[src/rtl/uart_frame_pkg.sv]
package uart_frame_pkg;

  typedef enum logic [1:0] {
    PAR_NONE = 2'd0,
    PAR_EVEN = 2'd1,
    PAR_ODD  = 2'd2,
    PAR_OFF  = 2'd3
  } par_mode_e;

  typedef enum logic [2:0] {
    PH_IDLE   = 3'd0,
    PH_START  = 3'd1,
    PH_DATA   = 3'd2,
    PH_PARITY = 3'd3,
    PH_STOP   = 3'd4
  } phase_e;

  function automatic logic mode_has_parity(input par_mode_e m);
    return (m == PAR_EVEN) || (m == PAR_ODD);
  endfunction

endpackage

[src/rtl/uart_tx_shifter.sv]
module uart_tx_shifter #(
  parameter int DATA_W = 8
) (
  input  logic              clk,
  input  logic              rst_n,
  input  logic              load,
  input  logic [DATA_W-1:0] load_data,
  input  logic              shift,
  output logic              lsb
);

  logic [DATA_W-1:0] sreg;

  always_ff @(posedge clk or negedge rst_n) begin
    if (!rst_n) begin
      sreg <= '0;
    end else if (load) begin
      sreg <= load_data;
    end else if (shift) begin
      sreg <= {1'b0, sreg[DATA_W-1:1]};
    end
  end

  assign lsb = sreg[0];

endmodule

[src/rtl/uart_tx_sequencer.sv]
module uart_tx_sequencer
  import uart_frame_pkg::*;
#(
  parameter int CNT_W = 4
) (
  input  logic             clk,
  input  logic             rst_n,
  input  logic             accept,
  input  logic             tick,
  input  logic [CNT_W-1:0] nbits,
  input  logic             use_par,
  input  logic             two_stop,
  output phase_e           phase,
  output logic             shift_en,
  output logic             frame_done
);

  logic [CNT_W-1:0] sent_cnt;
  logic             extra_stop;
  logic             last_data;

  assign last_data  = (sent_cnt == nbits - CNT_W'(1));
  assign shift_en   = tick && (phase == PH_DATA);
  assign frame_done = tick && (phase == PH_STOP) && !extra_stop;

  always_ff @(posedge clk or negedge rst_n) begin
    if (!rst_n) begin
      phase      <= PH_IDLE;
      sent_cnt   <= '0;
      extra_stop <= 1'b0;
    end else begin
      unique case (phase)
        PH_IDLE: begin
          if (accept) begin
            phase    <= PH_START;
            sent_cnt <= '0;
          end
        end
        PH_START: begin
          if (tick) phase <= PH_DATA;
        end
        PH_DATA: begin
          if (tick) begin
            if (last_data) begin
              phase      <= use_par ? PH_PARITY : PH_STOP;
              extra_stop <= two_stop;
            end else begin
              sent_cnt <= sent_cnt + CNT_W'(1);
            end
          end
        end
        PH_PARITY: begin
          if (tick) phase <= PH_STOP;
        end
        PH_STOP: begin
          if (tick) begin
            if (extra_stop) extra_stop <= 1'b0;
            else            phase      <= PH_IDLE;
          end
        end
        default: phase <= PH_IDLE;
      endcase
    end
  end

endmodule

[src/rtl/uart_frame_tx.sv]
module uart_frame_tx
  import uart_frame_pkg::*;
#(
  parameter int DATA_W = 8,
  parameter int LEN_W  = 2
) (
  input  logic              clk,
  input  logic              rst_n,
  input  logic              tick,
  input  logic              send,
  input  logic [DATA_W-1:0] data,
  input  logic [LEN_W-1:0]  cfg_len,
  input  logic [1:0]        cfg_parity,
  input  logic              cfg_two_stop,
  output logic              txd,
  output logic              busy
);

  localparam int MIN_BITS = DATA_W - (2 ** LEN_W) + 1;
  localparam int CNT_W    = $clog2(DATA_W + 1);

  function automatic logic [CNT_W-1:0] active_bits(input logic [LEN_W-1:0] sel);
    return CNT_W'(MIN_BITS) + CNT_W'(sel);
  endfunction

  function automatic logic frame_parity(input logic [DATA_W-1:0] d,
                                        input logic [CNT_W-1:0]  n,
                                        input par_mode_e         m);
    logic acc;
    acc = 1'b0;
    for (int i = 0; i < DATA_W; i++) begin
      if (CNT_W'(i) < n) acc = acc ^ d[i];
    end
    return (m == PAR_ODD) ? ~acc : acc;
  endfunction

  phase_e           phase;
  logic             accept;
  logic             bit_adv;
  logic             frame_done;
  logic             shift_en;
  logic             data_lsb;
  logic [CNT_W-1:0] nbits_q;
  logic             use_par_q;
  logic             two_stop_q;
  logic             par_bit_q;
  logic [CNT_W-1:0] nbits_in;
  par_mode_e        mode_in;

  assign busy     = (phase != PH_IDLE);
  assign accept   = send && !busy;
  assign bit_adv  = tick && busy;
  assign nbits_in = active_bits(cfg_len);
  assign mode_in  = par_mode_e'(cfg_parity);

  always_ff @(posedge clk or negedge rst_n) begin
    if (!rst_n) begin
      nbits_q    <= CNT_W'(DATA_W);
      use_par_q  <= 1'b0;
      two_stop_q <= 1'b0;
      par_bit_q  <= 1'b0;
    end else if (accept) begin
      nbits_q    <= nbits_in;
      use_par_q  <= mode_has_parity(mode_in);
      two_stop_q <= cfg_two_stop;
      par_bit_q  <= frame_parity(data, nbits_in, mode_in);
    end
  end

  uart_tx_shifter #(.DATA_W(DATA_W)) u_shift (
    .clk       (clk),
    .rst_n     (rst_n),
    .load      (accept),
    .load_data (data),
    .shift     (shift_en),
    .lsb       (data_lsb)
  );

  uart_tx_sequencer #(.CNT_W(CNT_W)) u_seq (
    .clk        (clk),
    .rst_n      (rst_n),
    .accept     (accept),
    .tick       (bit_adv),
    .nbits      (nbits_q),
    .use_par    (use_par_q),
    .two_stop   (two_stop_q),
    .phase      (phase),
    .shift_en   (shift_en),
    .frame_done (frame_done)
  );

  always_comb begin
    unique case (phase)
      PH_START:  txd = 1'b0;
      PH_DATA:   txd = data_lsb;
      PH_PARITY: txd = par_bit_q;
      default:   txd = 1'b1;
    endcase
  end

endmodule

[config.mk]
export PLATFORM = sky130hd
export DESIGN_NAME = uart_frame_tx
export DESIGN_NICKNAME = d
export VERILOG_FILES = /design/src/rtl/uart_frame_pkg.sv /design/src/rtl/uart_tx_shifter.sv /design/src/rtl/uart_tx_sequencer.sv /design/src/rtl/uart_frame_tx.sv
export SDC_FILE = /design/constraint.sdc
export NUM_CORES = 1
export LEC_CHECK = 0
export CAP_MARGIN = 20
export CORE_MARGIN = 2
export CORE_UTILIZATION = 30
export DETAILED_ROUTE_END_ITERATION = 16
export HOLD_SLACK_MARGIN = 0.06
export PLACE_DENSITY = 0.45
export SKIP_CTS_REPAIR_TIMING = 1
export SYNTH_ARGS = -nofsm -noshare
export SYNTH_HDL_FRONTEND = slang
export SYNTH_SLANG_ARGS = --single-unit
[constraint.sdc]
create_clock -name clk -period 1.85 [get_ports clk]
set_input_delay 0.37 -clock clk [delete_from_list [all_inputs] [get_ports clk]]
set_output_delay 0.37 -clock clk [all_outputs]
set_load 0.1 [all_outputs]
## Word level (Yosys, flattened, before mapping)

Index checks and enable logic that the tools add are counted.
W data, S select, Z words.

- Add/sub/neg operators: 3
- $lt $le $gt $ge: 8
- Eq/ne operators: 15
- Muxes and demuxes: 37
- Bitwise logic cells: 8
- Reductions and logical operators: 13

Operator list:

| kind | number |
|---|---|
| $mux W3 | 8 |
| $mux W1 | 20 |
| $lt A3 B4 Y1 const A | 4 |
| $mux W8 | 2 |
| $pmux W3 S5 | 1 |
| $mux W4 | 3 |
| $ne A2 B1 Y1 const B | 5 |
| $lt A1 B4 Y1 const A | 2 |
| $lt A2 B4 Y1 const A | 2 |
| $pmux W4 S2 | 1 |
| $reduce_and A4 Y1 | 2 |
| $reduce_and A7 Y1 | 1 |
| $xor A1 B1 Y1 | 7 |
| $eq A3 B2 Y1 const B | 2 |
| $ne A2 B2 Y1 const B | 3 |
| $reduce_bool A2 Y1 | 3 |
| $add A3 B2 Y4 const A | 1 |
| $add A4 B1 Y4 const B | 1 |
| $eq A4 B4 Y1 | 1 |
| $sub A4 B1 Y4 const B | 1 |
| $eq A3 B1 Y1 const B | 1 |
| $eq A3 B3 Y1 const B | 1 |
| $logic_and A1 B1 Y1 | 3 |
| $logic_not A3 Y1 | 1 |
| 8 further kinds | 8 |

- Register bits: 23
- Input port bits: 17
- Output and inout port bits: 2
- Logic and storage cells: 92

## Depth between registers and ports, before layout

Gate-level depths: netlist of the first run.

- Depth after elaboration: 27
- Mapped depth: 7
- Depth with buffers taken out: 7

## By module

From an unflattened synthesis of the first run, not the netlist that was laid out.

- Cells, all modules: 143
- Area total of the unflattened synthesis: 1431.4 um^2

By module, submodules not included:

| module | times used | cells each | area an instance (um^2) | seq. area each (um^2) |
|---|---|---|---|---|
| uart_tx_sequencer | 1 | 64 | 609.3 | 200.2 |
| uart_frame_tx | 1 | 45 | 452.9 | 176.4 |
| uart_tx_shifter | 1 | 34 | 369.1 | 200.2 |

## Worst setup path before layout of the first run

OpenSTA, ideal clock, no wires.

- Kind: register to output
- Start: reg u_seq.phase[0]
- End: out txd
- Arrival time: 1525 ps
- Data required time: 1480 ps
- Setup slack: -45 ps
- Cell stages (with the launch flop): 3
- Buffers on the path: 1
- Cells stage by stage: dfrtp_1 clkbuf_1 a311o_1

- Longest elaborated chain between the ends: 2
- Elaborated cells on any way between the ends: 4
- Classes of those cells: eq/ne (3); mux (1)

Ends and longest elaborated chain:

| what | line | RTL |
|---|---|---|
| start, declared | uart_tx_sequencer.sv:13 | `output phase_e phase,` |
| start signal, assigned | uart_tx_sequencer.sv:45 | `phase <= use_par ? PH_PARITY : PH_STOP;` |
| $eq A3 B2 Y1 / $eq A3 B1 Y1 (equally long branches) | uart_frame_tx.sv:93 | `unique case (phase)` |
| $pmux W1 S3 * | uart_frame_tx.sv:93 |  |
| end, declared | uart_frame_tx.sv:15 | `output logic txd,` |

Every way passes the cells marked *; elsewhere a longest branch is shown, timed or not.

## Final worst setup path of the first run

- Start: reg u_seq.phase[1]
- End: out busy

- Longest elaborated chain between the ends: 1

Ends and longest elaborated chain:

| what | line | RTL |
|---|---|---|
| $reduce_bool A3 Y1 | uart_frame_tx.sv:50 | `assign busy = (phase != PH_IDLE);` |
| end, declared | uart_frame_tx.sv:16 | `output logic busy` |

Every way passes these cells.

==> impl_metrics.tcl, run 1 <==
set metrics [dict create \
    die_w_um 71.3 \
    h-tree-depth 1 \
    grt_max_degree 24 \
    finalSetupViolCount 0 \
    r2r_slack_ps 120 \
    hold_class "input pin to async pin" \
    syn_area_mm2 0.00136 \
    final-max-slew-violation-count 0 \
    drtAntennaViolNets 0 \
    p_leak_nw 0.794 \
    drc 0 \
    crit_required_ps 1480 \
    outcome "finished, final reports clean" \
    seq_area_um2 577 \
    end_kind "output pin" \
    r2r_start "nbits_q[0]" \
    irDropWorstVdd_uv 539 \
    coreArea_mm2 0.00435 \
    tightest_slew_ps 331 \
    rows 24 \
    ys_warn_count 0 \
    critical_path_class "register to output pin" \
    synth-seq-area-share 0.424 \
    finalHoldViolCount 0 \
    floorplan.initialDensity 0.312 \
    max_slew_margin 0.777 \
    arrival_ps 1400 \
    finalNonFillerCells 224 \
    place_congestion 0.757 \
    fin_nets 196 \
    viasPerCell 4.96 \
    drt-total-wl_um 2960 \
    synth_nets 169 \
    synth-edff-count 0 \
    async_reset_ff_frac 1.00 \
    crit_chain "buf_4 > or3_1 > buf_12" \
    cts-buffers-inserted 3 \
    ff2ff_path_depth 7 \
    gr-total-overflow 0 \
    utilization 0.401 \
    synth.distinct_cells 37 \
    cp_max_fo 13 \
    postSynthCellCount 146 \
    slowest_stage "or3_1" \
    rsz0062_at_grt "false" \
    timing.fmax_ghz 0.564 \
    p_per_area_mw_per_mm2 1530 \
    period_minus_slack_ps 1770 \
    clock_skew_ps 1.40 \
    grt_pass1_wl_um 5110 \
    synth-main-ff-cell "dfrtp_1" \
    track_usage 0.126 \
    wl_per_cell_um 13.2 \
    antenna_found_initial 0 \
    fillers 435 \
    first_global_vias 1142 \
    ys_seq_elements 23 \
    period_share 0.958 \
    io_buffer_count 18 \
    drive_gt1_frac 0.157 \
    dieArea_mm2 0.00508 \
    multi_input_area_um2 729 \
    num_io_pins 19 \
    diodes 0 \
    hpwl_um 2250 \
    vias 1110 \
    syn_avg_cell_area_um2 9.31 \
    clk_path_buf_depth 2 \
    post-place-ws_ps -121 \
    slowest_delay_ps 400 \
    place_inst 220 \
    clock_latency_ps 260 \
    path_clk_slew_ps 80 \
    setup_ws_ps 77.3 \
    cts.sinks 23 \
    clock-root-buffer "clkbuf_8" \
    drt_iter0_drc 35 \
    tritoncts "built" \
    r2r_end "u_seq.sent_cnt[2]" \
    drv_cap 0 \
    drtPass1Iterations 4 \
    die_h_um 71.3 \
    critPathLaunchType "register" \
    syn2layout_area_growth_pct 28.5 \
]
==> cell usage in the layout, fill, tap and decap left out, types with 2 or more instances in the layout <==
| master | synthesis | layout |
|---|---|---|
| mux2i_1 | 7 | 7 |
| nor2_1 | 2 | 2 |
| nand3_1 | 6 | 6 |
| or3_1 | 3 | 2 |
| buf_4 | 0 | 11 |
| clkbuf_8 | 0 | 3 |
| clkdlybuf4s50_1 | 0 | 16 |
| buf_12 | 0 | 3 |
| a21oi_1 | 4 | 3 |
| dfrtp_1 | 22 | 22 |
| inv_1 | 7 | 7 |
| nor3_1 | 2 | 2 |
| o21ai_1 | 9 | 10 |
| xor2_1 | 2 | 2 |
| nand2_1 | 29 | 29 |
| xnor2_1 | 10 | 10 |
| ha_1 | 6 | 6 |
| a21oi_2 | 1 | 2 |
| o21ai_0 | 9 | 8 |
==> critical path, delay by kind of cell (launching register included) <==
family / cells / cell delay (ps)
and+or+nand+nor: 1 / 400
DFF: 1 / 380
buffers and inverters: 2 / 370
==> per-layer routing <==
layer | vias to the layer above | GRT usage | wire length (µm)
li1 | 548 | - | -
met1 | 549 | 0.164 | 1410
met2 | 11 | 0.213 | 1460
met3 | 2 | 0.0183 | 69
met4 | 0 | 0.0440 | 19
met5 | - | 0 | 0
==> cell families (layout without fill, tap and decap cells) <==
logic type               count (synthesis)  count (layout)  synth area share
multiplexers                             8               8            0.0599
buffers and inverters                   15              41            0.0497
flip-flops                              23              23             0.424
AND/OR/NAND/NOR                         50              50             0.180
adder cells (fa/ha/maj)                  6               6            0.0552
XOR/XNOR                                13              13            0.0939
AO/OA/AOI/OAI                           31              31             0.137
==> Yosys cell counts, types with 3 or more instances <==
cell type	number	area (µm²)
a21oi_1	4	20.0
buf_2	3	15.0
clkbuf_1	4	15.0
dfrtp_1	22	551
ha_1	6	75.1
inv_1	7	26.3
mux2i_1	7	70.1
nand2_1	29	109
nand3_1	6	30.0
o21ai_0	9	45.0
o21ai_1	9	45.0
or3_1	3	18.8
xnor2_1	10	87.6
==> how the worst max path moves through the flow <==
stage / from / to / slack (ps) / cells after the start
2_1_floorplan: u_seq.phase[0] / busy / 110 / 2
3_3_place_gp: cfg_len[0] / par_bit_q / -110 / 8
3_5_place_dp: cfg_len[0] / par_bit_q / -120 / 8
4_1_cts: nbits_q[0] / u_seq.sent_cnt[2] / 40 / 7
5_1_grt: nbits_q[0] / u_seq.sent_cnt[2] / 7 / 7
6_report: u_seq.phase[1] / busy / 80 / 3
==> registers in the layout, summed over array words and instances, names as in the netlist <==
| name | cells |
|---|---|
| par_bit_q | 1 |
| u_seq.sent_cnt | 4 |
| u_shift.sreg | 8 |
| u_seq.phase | 3 |
| two_stop_q | 1 |
| use_par_q | 1 |
| nbits_q | 4 |
| u_seq.extra_stop | 1 |
==> report_power, final <==
group          total (W)  internal, W  switching [W]
clock           0.000318     0.000154       0.000164
combinational    0.00146     0.000652       0.000808
sequential      0.000890     0.000719       0.000171
==> metrics by stage <==
| stage | power (W) | setup TNS, ps | hold slack [ps] | area [µm²] |
|---|---|---|---|---|
| detailed placement | 0.00236 | -390 | 471 | 1690 |
| finish | 0.00267 | 0 | 456 | 1750 |
| floorplan | 0.00187 | 0 | 74.4 | 1360 |
| global placement | 0.00232 | -188 | 460 | 1690 |
| global route | 0.00288 | 0 | 486 | 1750 |
| CTS | 0.00269 | 0 | 468 | 1730 |
==> area by class of cell <==
cell class	instances	area share
repair buffers	30	0.173
clock buffers	4	0.0258
multi-input cells	108	0.418
well taps	52	0.0373
inverters	7	0.0151
flip-flops and latches	23	0.330
No activity file was read; power rests on OpenSTA's default activity.
==> run 2: changes to the inputs <==
Settings changed: ABC_AREA set to 1, HOLD_SLACK_MARGIN 0.06 to unset, PLACE_DENSITY 0.45 to 0.44, SKIP_CTS_REPAIR_TIMING 1 to unset.
==> run 2 against run 1 <==
Core utilization down 0.40 points. Sequential share of layout area down 2.5 points. Total power rose by 4.5%. Count of clock-buffer cells in the layout fell by 1. Clock power rose by 3%. Hold slack got worse by 12 ps. Register-to-register slack gained 90 ps. Wire length grew 19%.
==> impl_metrics.tcl, run 2 <==
set metrics [dict create \
    gr-total-overflow 0 \
    end_kind "output pin" \
    ys_top_cells_by_area "dfrtp_1, nand2_1, inv_1" \
    p_sw_frac 0.484 \
    fin_nets 257 \
    synth_top_area_frac 0.364 \
    finalSetupTns_ps 0 \
    clk_path_buf_depth 2 \
    post-synth-top-count-cell "nand2_1" \
    use_met2 0.240 \
    p_per_area_mw_per_mm2 1470 \
    diodes 0 \
    drive_gt1_frac 0.150 \
    finalSetupViolCount 0 \
    path_clk_slew_ps 100 \
    coreArea_mm2 0.00479 \
    synthTopCellsByCount "nand2_1, inv_1, dfrtp_1" \
    largest_reg_flops 8 \
    tritoncts "built" \
    grt_pass1_wl_um 5910 \
    first_global_vias 1276 \
    syn_avg_cell_area_um2 7.28 \
    busiest_layer "met2" \
    layout_common_cells "nand2_1, inv_1, dfrtp_1" \
    p_leak_nw 0.949 \
    grt_util_met3 0.0321 \
    use_met1 0.178 \
    num_io_pins 19 \
    finalHoldViolCount 0 \
    synth-edff-count 0 \
    grt_max_degree 24 \
    dieArea_mm2 0.00563 \
    cp_max_fo 5 \
    r2r_slack_ps 210 \
    track_usage 0.138 \
    yosys.area.top_type "dfrtp_1" \
    critPathLaunchType "register" \
    viasPerCell 4.51 \
    hold_class "input pin to async pin" \
    postSynthCellCount 208 \
    h-tree-depth 1 \
    io_buffer_count 18 \
    timing.fmax_ghz 0.561 \
    die_h_um 75.0 \
    drtPass1Iterations 4 \
    async_reset_ff_frac 1.00 \
    comb_power_share 0.568 \
    clock-root-buffer "clkbuf_8" \
    syn2layout_area_growth_pct 25.5 \
    crit_required_ps 1480 \
    arrival_ps 1410 \
    hpwl_um 2680 \
    ys_seq_elements 23 \
    clock_skew_ps 12.3 \
    floorplan.initialDensity 0.316 \
    clkPwrFrac 0.118 \
    critical_path_class "register to output pin" \
    rows 25 \
    final-max-slew-violation-count 0 \
    cts.sinks 23 \
    irDropWorstVdd_uv 574 \
    crit_chain "inv_2 > nor3_4 > o221ai_4 > buf_12" \
    die_w_um 75.0 \
    crit_family "flip-flops" \
    drtAntennaViolNets 0 \
    intPower_w 0.00144 \
    top_register "u_shift.sreg" \
    total_power_w 0.00279 \
    period_minus_slack_ps 1780 \
    drt-total-wl_um 3520 \
    crit_buf_inv 2 \
    clock_latency_ps 270 \
    drt_iter0_drc 50 \
    place_congestion 0.780 \
    vias 1354 \
    rsz0062_at_grt "false" \
    cts-buffers-inserted 3 \
    antenna_found_initial 0 \
    synth.distinct_cells 29 \
    max_slew_margin 0.725 \
    layout_commonest_cell "nand2_1" \
    wl_per_cell_um 11.7 \
    tightest_slew_ps 411 \
    p_seq_frac 0.314 \
    syn_area_mm2 0.00151 \
    period_share 0.963 \
    slowest_stage "dfrtp_1" \
    synth-main-ff-cell "dfrtp_1" \
    ys_warn_count 0 \
    slowest_delay_ps 510 \
    outcome "finished, final reports clean" \
    synth_nets 231 \
    p_switching_w 0.00135 \
    synth-seq-area-share 0.381 \
    reg.largest.list "u_shift.sreg x8, nbits_q x4, u_seq.sent_cnt x4" \
    drv_cap 0 \
    fillers 520 \
    drc 0 \
]
==> run 2: area by class of cell <==
cell class                      count  area (µm²)  share of cell area
Multi-Input combinational cell    147         812               0.428
Inverter                           36         140              0.0738
Clock inverter                      1        5.00             0.00264
Sequential cell                    23         579               0.305
Timing Repair Buffer               23         238               0.125
Clock buffer                        3        41.3              0.0217
Tap cell                           67        83.8              0.0441
==> run 2: kinds of logic (layout without fill, tap and decap cells) <==
family	after synthesis	after routing	synth area share
adders and majority gates	6	6	0.0496
and+or+nand+nor	102	102	0.312
buffers and inverters	38	63	0.102
xor gates and xnor gates	6	6	0.0347
DFF	23	23	0.381
AOI/OAI and AO/OA	33	33	0.121
==> run 2: timing repair <==
item,CTS,global route
buffers inserted,1,0
endpoints found under the setup margin,1,1
hold buffers,0,0
resized for setup,1,5
==> run 2: metrics by stage <==
stage	hold WS (ps)	instances	worst slack [ps]	util	area, µm²
2_1_floorplan	74.4	208	-2.23	-	1530
5_1_grt	475	300	3.15	0.397	1900
4_1_cts	466	300	25.7	0.394	1880
3_5_place_dp	468	295	-85.8	0.382	1830
6_report	444	300	68.3	0.397	1900
3_3_place_gp	461	295	-32.0	0.382	1830
==> run 2: routing by layer <==
metal / wire [µm] / up-vias
li1: - / 711
met1: 1680 / 624
met2: 1730 / 17
met3: 90 / 2
met4: 19 / 0
met5: 0 / -
==> run 2: power by group through the flow <==
stage,clock network [W],logic [W],registers [W]
floorplan,0,0.00116,0.000846
global placement,0,0.00155,0.000876
detailed placement,0,0.00157,0.000874
CTS,0.000338,0.00159,0.000862
global route,0.000355,0.00176,0.000900
finish,0.000328,0.00158,0.000877
==> run 2: worst paths after layout <==
path,cells after the start,to,start
min,2,u_seq.sent_cnt[3],rst_n
min reg2reg,2,u_seq.extra_stop,u_seq.extra_stop
max reg2reg,8,u_shift.sreg[6],u_seq.phase[0]
min in group clk,2,u_seq.extra_stop,u_seq.extra_stop
max in group asynchronous,2,nbits_q[3],rst_n
max,4,txd,u_seq.phase[0]
